[config.mk]
export PLATFORM = sky130hd
export DESIGN_NAME = qprio_cfg_check
export DESIGN_NICKNAME = d
export VERILOG_FILES = /design/src/rtl/qpc_pkg.sv /design/src/rtl/qpc_mask_enc.sv /design/src/rtl/qpc_code_table.sv /design/src/rtl/qprio_cfg_check.sv
export SDC_FILE = /design/constraint.sdc
export NUM_CORES = 1
export LEC_CHECK = 0
export ABC_AREA = 1
export BUFFER_PORTS_ARGS = -buffer_cell sky130_fd_sc_hd__buf_2
export CAP_MARGIN = 5
export CELL_PAD_IN_SITES_DETAIL_PLACEMENT = 1
export CELL_PAD_IN_SITES_GLOBAL_PLACEMENT = 1
export CORE_MARGIN = 1
export CORE_UTILIZATION = 50
export DETAILED_ROUTE_END_ITERATION = 10
export GPL_TIMING_DRIVEN = 0
export MAX_ROUTING_LAYER = met4
export PLACE_DENSITY = 0.91
export SETUP_SLACK_MARGIN = 0.15
export SYNTH_ARGS = -nofsm -noshare
export SYNTH_HDL_FRONTEND = slang
export SYNTH_HIERARCHICAL = 1
export SYNTH_SLANG_ARGS = --single-unit
[constraint.sdc]
create_clock -name clk -period 3.6 [get_ports clk]
set_input_delay 0.9 -clock clk [delete_from_list [all_inputs] [get_ports clk]]
set_output_delay 0.9 -clock clk [all_outputs]
set_load 0.01 [all_outputs]
[src/rtl/qpc_pkg.sv]
package qpc_pkg;
   localparam int MASK_W      = 8;
   localparam int STATIC_CODE = 9;
   localparam int TOP_WEIGHT  = 8;

   typedef enum logic [1:0] {
      ST_OK    = 2'd0,
      ST_RANGE = 2'd1,
      ST_PRIO  = 2'd2
   } qpc_status_e;
endpackage

[src/rtl/qpc_mask_enc.sv]
module qpc_mask_enc
   import qpc_pkg::*;
#(
   parameter int CODE_W = 4
) (
   input  logic [CODE_W-1:0] code,
   output logic [MASK_W-1:0] mask,
   output logic              is_static,
   output logic              is_bad
);
   always_comb begin
      is_static = (code == CODE_W'(STATIC_CODE));
      is_bad    = (code > CODE_W'(STATIC_CODE));
      unique case (code)
         CODE_W'(0): mask = 8'h00;
         CODE_W'(1): mask = 8'h01;
         CODE_W'(2): mask = 8'h11;
         CODE_W'(3): mask = 8'h49;
         CODE_W'(4): mask = 8'h55;
         CODE_W'(5): mask = 8'h57;
         CODE_W'(6): mask = 8'h77;
         CODE_W'(7): mask = 8'h7F;
         default:    mask = 8'hFF;
      endcase
   end
endmodule

[src/rtl/qpc_code_table.sv]
module qpc_code_table #(
   parameter int DEPTH  = 16,
   parameter int CODE_W = 4,
   parameter int IDX_W  = 6
) (
   input  logic              clk,
   input  logic              wr_en,
   input  logic [IDX_W-1:0]  idx,
   input  logic [CODE_W-1:0] in_code,
   output logic [CODE_W-1:0] eff_code
);
   localparam int SLOT_W = $clog2(DEPTH);

   logic [CODE_W-1:0] mem [DEPTH];
   logic [SLOT_W-1:0] slot;
   logic              direct;

   generate
      if ((DEPTH & (DEPTH - 1)) == 0) begin : g_pow2
         assign slot = idx[SLOT_W-1:0];
      end else begin : g_modulo
         assign slot = SLOT_W'(idx % IDX_W'(DEPTH));
      end
   endgenerate

   assign direct   = (idx < IDX_W'(DEPTH));
   assign eff_code = direct ? in_code : mem[slot];

   always_ff @(posedge clk) begin
      if (wr_en && direct) mem[slot] <= in_code;
   end
endmodule

[src/rtl/qprio_cfg_check.sv]
module qprio_cfg_check
   import qpc_pkg::*;
#(
   parameter int MAX_QUEUES  = 32,
   parameter int TABLE_DEPTH = 16,
   parameter int CODE_W      = 4,
   localparam int QID_W      = $clog2(MAX_QUEUES),
   localparam int IDX_W      = QID_W + 1
) (
   input  logic              clk,
   input  logic              rst_n,
   input  logic              in_valid,
   output logic              in_ready,
   input  logic              in_first,
   input  logic              in_last,
   input  logic [QID_W-1:0]  in_base,
   input  logic [CODE_W-1:0] in_code,
   output logic              out_valid,
   input  logic              out_ready,
   output logic [IDX_W-1:0]  out_index,
   output logic              out_tail,
   output logic              out_static,
   output logic              out_stail,
   output logic [MASK_W-1:0] out_mask,
   output logic              status_valid,
   output logic [1:0]        status_code
);
   localparam int SUM_W = IDX_W + 1;

   generate
      if (MAX_QUEUES < 2) begin : g_bad_q
         $error("MAX_QUEUES must be at least 2");
      end
      if (TABLE_DEPTH < 2 || TABLE_DEPTH > MAX_QUEUES) begin : g_bad_t
         $error("TABLE_DEPTH must lie in 2..MAX_QUEUES");
      end
      if (CODE_W < 4) begin : g_bad_c
         $error("CODE_W must hold the static code");
      end
   endgenerate

   logic              acc, o_free, flush, out_done;
   logic [IDX_W-1:0]  idx_q, cur_idx;
   logic [QID_W-1:0]  base_q, cur_base;
   logic [CODE_W-1:0] eff_code;
   logic [MASK_W-1:0] cur_mask;
   logic              cur_static, cur_bad, prev_static_q;
   logic [SUM_W-1:0]  abs_q;
   logic              beat_range, beat_run;
   qpc_status_e       beat_err, err_q;
   logic              drain_q, stat_v_q;

   logic              p_valid, p_static, p_last;
   logic [IDX_W-1:0]  p_idx;
   logic [MASK_W-1:0] p_mask;

   logic              o_valid, o_tail, o_static, o_stail;
   logic [IDX_W-1:0]  o_idx;
   logic [MASK_W-1:0] o_mask;

   assign cur_idx  = in_first ? '0 : idx_q;
   assign cur_base = in_first ? in_base : base_q;

   qpc_code_table #(.DEPTH(TABLE_DEPTH), .CODE_W(CODE_W), .IDX_W(IDX_W)) u_table (
      .clk      (clk),
      .wr_en    (acc),
      .idx      (cur_idx),
      .in_code  (in_code),
      .eff_code (eff_code)
   );

   qpc_mask_enc #(.CODE_W(CODE_W)) u_enc (
      .code      (eff_code),
      .mask      (cur_mask),
      .is_static (cur_static),
      .is_bad    (cur_bad)
   );

   assign o_free   = !o_valid || out_ready;
   assign in_ready = !drain_q && (!p_valid || o_free);
   assign acc      = in_valid && in_ready;
   assign flush    = drain_q && p_valid && o_free;
   assign out_done = o_valid && out_ready && o_tail;

   assign abs_q      = SUM_W'(cur_base) + SUM_W'(cur_idx);
   assign beat_range = (abs_q >= SUM_W'(MAX_QUEUES));
   assign beat_run   = cur_static && !in_first && !prev_static_q;

   always_comb begin
      if (beat_range)               beat_err = ST_RANGE;
      else if (cur_bad || beat_run) beat_err = ST_PRIO;
      else                          beat_err = ST_OK;
   end

   always_ff @(posedge clk or negedge rst_n) begin
      if (!rst_n) begin
         idx_q         <= '0;
         base_q        <= '0;
         prev_static_q <= 1'b0;
         err_q         <= ST_OK;
         drain_q       <= 1'b0;
         stat_v_q      <= 1'b0;
         p_valid       <= 1'b0;
         p_static      <= 1'b0;
         p_last        <= 1'b0;
         p_idx         <= '0;
         p_mask        <= '0;
         o_valid       <= 1'b0;
         o_tail        <= 1'b0;
         o_static      <= 1'b0;
         o_stail       <= 1'b0;
         o_idx         <= '0;
         o_mask        <= '0;
      end else begin
         stat_v_q <= out_done;
         if (out_done) drain_q <= 1'b0;

         if ((acc && p_valid) || flush) begin
            o_valid  <= 1'b1;
            o_idx    <= p_idx;
            o_tail   <= p_last;
            o_static <= p_static;
            o_stail  <= p_static && (p_last || !(acc && cur_static));
            o_mask   <= p_mask;
         end else if (out_ready) begin
            o_valid  <= 1'b0;
         end

         if (acc) begin
            idx_q         <= (cur_idx == '1) ? cur_idx : cur_idx + 1'b1;
            base_q        <= cur_base;
            prev_static_q <= cur_static;
            if (in_first || err_q == ST_OK) err_q <= beat_err;
            p_valid  <= 1'b1;
            p_idx    <= cur_idx;
            p_static <= cur_static;
            p_mask   <= cur_mask;
            p_last   <= in_last;
            if (in_last) drain_q <= 1'b1;
         end else if (flush) begin
            p_valid <= 1'b0;
         end
      end
   end

   assign out_valid    = o_valid;
   assign out_index    = o_idx;
   assign out_tail     = o_tail;
   assign out_static   = o_static;
   assign out_stail    = o_stail;
   assign out_mask     = o_mask;
   assign status_valid = stat_v_q;
   assign status_code  = err_q;
endmodule

==> report_table.html <==
<table>
<tr><th>Metric</th><th>Value</th></tr>
<tr><th colspan="2">Status</th></tr>
<tr><td>Outcome</td><td>complete, no violations</td></tr>
<tr><th colspan="2">STA</th></tr>
<tr><td>Fin crit period</td><td>3.205 ns</td></tr>
<tr><td>Worst slew margin relative to its limit</td><td>around a fifth</td></tr>
<tr><td>RSZ-0062 raised after global routing</td><td>no</td></tr>
<tr><td>Crit share post-route</td><td>~90%</td></tr>
<tr><td>Total count of max-transition violations in the final report</td><td>0</td></tr>
<tr><td>Actual transition at the worst max-transition pin</td><td>~1.2 ns</td></tr>
<tr><td>Final setup fails</td><td>0</td></tr>
<tr><td>Maximum clock frequency</td><td>approximately 310 MHz</td></tr>
<tr><td>Post-Route Skew</td><td>between 0.008 and 0.009 ns</td></tr>
<tr><td>Post-route setup slack</td><td>~0.39 ns</td></tr>
<tr><td>Final hold violation count</td><td>0</td></tr>
<tr><th colspan="2">Global routing</th></tr>
<tr><td>Global-route wire length before repair</td><td>about 27000 microns</td></tr>
<tr><td>Number of global-route vias before repair</td><td>approximately 4900</td></tr>
<tr><td>Largest net degree at the start of global routing</td><td>51</td></tr>
<tr><td>Antenna violations before repair</td><td>0</td></tr>
<tr><td>Global-route usage over all layers</td><td>34.52%</td></tr>
<tr><td>Total congestion overflow</td><td>0</td></tr>
<tr><th colspan="2">Worst hold path</th></tr>
<tr><td>Kind of path behind the tightest hold check</td><td>reg -&gt; reg</td></tr>
<tr><th colspan="2">Die</th></tr>
<tr><td>Row count</td><td>36</td></tr>
<tr><td>IO Pins</td><td>37</td></tr>
<tr><td>Chip height</td><td>between 100 and 150 microns</td></tr>
<tr><td>Effective utilization at floorplan</td><td>52.40%</td></tr>
<tr><td>Width of the chip</td><td>roughly 100 microns</td></tr>
<tr><td>Area of the die</td><td>roughly 0.011 sq mm</td></tr>
<tr><td>Placeable core region</td><td>slightly below 0.01 sq mm</td></tr>
<tr><th colspan="2">Worst setup path</th></tr>
<tr><td>Arrival time reported for the critical path endpoint</td><td>~3.7 ns</td></tr>
<tr><td>Slowest cell on the critical path</td><td>nor2_2</td></tr>
<tr><td>Ordered cell list for the critical path</td><td>buf_2, buf_2, nor2_2, nand2_1, inv_1, nand2_1, nand3_1, nor2_1, nor2_1, nand2_1, nor3_2, a31o_2, inv_1, nor2_1, nand4_1, nand2_1</td></tr>
<tr><td>CP startpoint kind</td><td>primary input</td></tr>
<tr><td>Internal reg-to-reg setup slack</td><td>0.64 ns</td></tr>
<tr><td>Setup Crit Path Kind</td><td>in -&gt; reg</td></tr>
<tr><td>Maximum cell stage delay along the critical path</td><td>about 0.39 ns</td></tr>
<tr><td>Most frequent cell on the critical path</td><td>nand2_1</td></tr>
<tr><td>Crit Path Max Fanout</td><td>10</td></tr>
<tr><td>Cell family with most CP delay</td><td>simple AND/OR/NAND/NOR gates</td></tr>
<tr><td>Kind of capture point of the worst setup path</td><td>register</td></tr>
<tr><td>Buffers and inverters on the worst path</td><td>4</td></tr>
<tr><td>Required time worst endpoint</td><td>slightly above 4 ns</td></tr>
<tr><th colspan="2">Pwr</th></tr>
<tr><td>Total internal power</td><td>2.613 mW</td></tr>
<tr><td>Sum of internal, switching and leakage power</td><td>3.364 mW</td></tr>
<tr><td>Static leakage</td><td>2.846 nW</td></tr>
<tr><td>Total net switching power</td><td>0.7504 mW</td></tr>
<tr><td>Max VDD drop</td><td>~0.4 mV</td></tr>
<tr><td>Relative contribution of the clock network to total power</td><td>between 50% and 60%</td></tr>
<tr><td>Fraction of power consumed by combinational cells</td><td>around 5%</td></tr>
<tr><td>Sequential Power Share</td><td>between 40 and 50%</td></tr>
<tr><td>Switching Fraction</td><td>between 20% and 30%</td></tr>
<tr><td>Power per unit of standard cell area</td><td>545.1 mW/mm^2</td></tr>
<tr><th colspan="2">Drt</th></tr>
<tr><td>DRT Wirelength</td><td>approximately 17000 microns</td></tr>
<tr><td>Count of routing violations after the opening detailed-route iteration</td><td>between 300 and 400</td></tr>
<tr><td>Final ANT Viol Nets</td><td>0</td></tr>
<tr><td>Detailed-route wire length per cell</td><td>22.17 microns</td></tr>
<tr><td>Total via count in the routed design</td><td>4358</td></tr>
<tr><td>Via density</td><td>between 5 and 6</td></tr>
<tr><td>Post-route DRC violation count</td><td>0</td></tr>
<tr><td>Pre-Repair DR Iteration Count</td><td>5</td></tr>
<tr><th colspan="2">Job</th></tr>
<tr><td>Max-capacitance violation count</td><td>0</td></tr>
<tr><th colspan="2">Cells and area</th></tr>
<tr><td>Count of placed standard cells in the final layout, fillers left out</td><td>between 700 and 800</td></tr>
<tr><td>Area added between synthesis and finish</td><td>18.84%</td></tr>
<tr><td>Final cell area excluding filler cells</td><td>0.006171 sq mm</td></tr>
<tr><td>Total Nets Final</td><td>624</td></tr>
<tr><td>N_diodes</td><td>0</td></tr>
<tr><td>Layout cell share with drive strength beyond 1</td><td>19.12%</td></tr>
<tr><th colspan="2">Placement</th></tr>
<tr><td>Post-Place Cells</td><td>between 700 and 800</td></tr>
<tr><td>Routability congestion estimate</td><td>0.8799</td></tr>
<tr><td>Area after DPL</td><td>0.005539 sq mm</td></tr>
<tr><td>Post-DP HPWL</td><td>approximately 9700 microns</td></tr>
<tr><td>Placement Setup Slack</td><td>-0.1432 ns</td></tr>
<tr><td>Port buffer count</td><td>36</td></tr>
<tr><th colspan="2">CTS</th></tr>
<tr><td>Insertion delay to the later sink of the worst-skew pair</td><td>roughly 0.54 ns</td></tr>
<tr><td>Total CTS buffers</td><td>17</td></tr>
<tr><td>Clock Root Buffer</td><td>clkbuf_8</td></tr>
<tr><td>Reg clk slew, reported paths</td><td>~0.06 ns</td></tr>
<tr><td>CTS Sinks</td><td>roughly 110</td></tr>
<tr><td>Clock tree from TritonCTS</td><td>yes</td></tr>
<tr><td>CTS H-Tree Depth</td><td>4</td></tr>
<tr><td>Worst-case clock buffer depth</td><td>2</td></tr>
<tr><th colspan="2">Logic synthesis</th></tr>
<tr><td>Number of nets in the synthesized netlist</td><td>569</td></tr>
<tr><td>Count of unique library cells instantiated by Yosys</td><td>32</td></tr>
<tr><td>EDFF count, synth</td><td>64</td></tr>
<tr><td>Register bit total from synthesis</td><td>114</td></tr>
<tr><td>Post-synthesis instance total</td><td>approximately 550</td></tr>
<tr><td>Cell area after technology mapping</td><td>between 0.005 and 0.006 sq mm</td></tr>
<tr><td>Syn_area_per_cell</td><td>about 9.5 sq um</td></tr>
<tr><td>Count of yosys warnings during synthesis</td><td>6</td></tr>
<tr><td>Part of the Yosys area used for sequential elements</td><td>approximately 61%</td></tr>
<tr><td>Async set-reset flop share out of synthesis</td><td>43.86%</td></tr>
<tr><td>Dominant synthesized flop cell</td><td>edfxtp_1</td></tr>
</table>
tightest hold or removal path: cells and delay by family (launching register included):
kind	cells	cell delay, ns
flops	1	0.34
simple gates	2	0.10
state kept, by name, indices dropped and copies added, names as in the netlist:
signal and cells:
base_q 5, drain_q 1, idx_q 6, out_index 6, out_mask 8, out_stail 1, out_static 1, out_tail 1
out_valid 1, p_idx 6, p_last 1, p_mask 8, p_static 1, p_valid 1, status_code 2, status_valid 1
u_table/mem 64
layout by cell type (no fill, tap or decap), types with 3 or more instances in the layout:
master	instances
inv_2	4
a21oi_1	4
nand4_1	6
edfxtp_1	64
o21ai_0	49
inv_1	48
clkbuf_16	16
o21ai_1	4
nand3_2	3
nor2_2	4
buf_6	5
nand2_1	195
nor2_4	3
dfrtp_1	50
nand3_1	27
bufinv_16	5
buf_4	4
clkinvlp_4	5
clkinv_2	3
nand2_2	10
ha_1	5
nor2_1	38
buf_2	47
cell usage after synthesis, drive strengths merged (2+ instances only):
cell,number,area (sq um)
a21oi,5,28.78
buf,21,161.4
dfrtp,50,1251
edfxtp,64,1922
ha,5,62.56
inv,53,206.4
nand2,205,794.5
nand3,30,165.2
nand4,7,50.05
nor2,45,198.9
nor3,2,20.02
o21a,2,15.01
o21ai,53,265.3
area by class of cell:
type / count / area [sq um]
repair buffers: 36 / 180.2
plain buffers: 22 / 165.2
inverters: 53 / 206.4
clock inverters: 15 / 215.2
well taps: 133 / 166.4
clock buffers: 17 / 414.1
flip-flops and latches: 114 / 3173
fillers: 1117 / 3739
multi-input cells: 360 / 1650
per-stage QoR:
| step | utilization (%) | hold slack, ns | setup TNS (ns) |
|---|---|---|---|
| final | 62.27 | 0.4728 | 0 |
| after CTS | 62.25 | 0.4751 | 0 |
| after floorplan | - | 0.4588 | 0 |
| after detailed placement | 55.90 | 0.4757 | -0.1432 |
| after global placement | 55.90 | 0.4510 | 0 |
| after global routing | 62.27 | 0.4961 | 0 |
power by group through the flow:
stage	sequential (mW)	combinational, mW	clock [mW]
CTS	1.38	0.164	1.83
detailed placement	1.41	0.153	0
global route	1.38	0.181	1.87
global placement	1.41	0.141	0
floorplan	1.41	0.0902	0
finish	1.38	0.167	1.81
worst paths after layout:
check / start / end / cells after the start
worst max register to register: idx_q[3] / status_code[1] / 15
worst min-delay path: out_static / out_static / 2
worst max-delay path: in_first / status_code[1] / 16
min in group asynchronous: rst_n / out_valid / 1
worst min register to register: out_static / out_static / 2
max in group asynchronous: rst_n / out_index[2] / 1
routing by layer:
| metal | GRT usage (%) | up-vias | wire, microns |
|---|---|---|---|
| li1 | - | 1894 | - |
| met1 | 38.73 | 2192 | 6339 |
| met2 | 55.90 | 200 | 8488 |
| met3 | 7.769 | 72 | 994 |
| met4 | 22.04 | 0 | 803 |
| met5 | - | - | 0 |
cells by family (layout without fill, tap and decap cells):
logic type      Yosys count  in the layout  share of synthesized area (%)
simple gates            290            290                          23.78
flops                   114            114                          61.11
buf+inv                  75            143                          7.156
compound gates           63             63                          6.410
fa+ha+maj                 5              5                          1.205
xor+xnor                  2              2                         0.3374
timing repair:
action	in CTS	in global routing
setup endpoints to repair	0	1
resized for setup	0	1
buffers inserted	0	0
hold buffers	0	0
No activity file was read; power rests on OpenSTA's default activity.
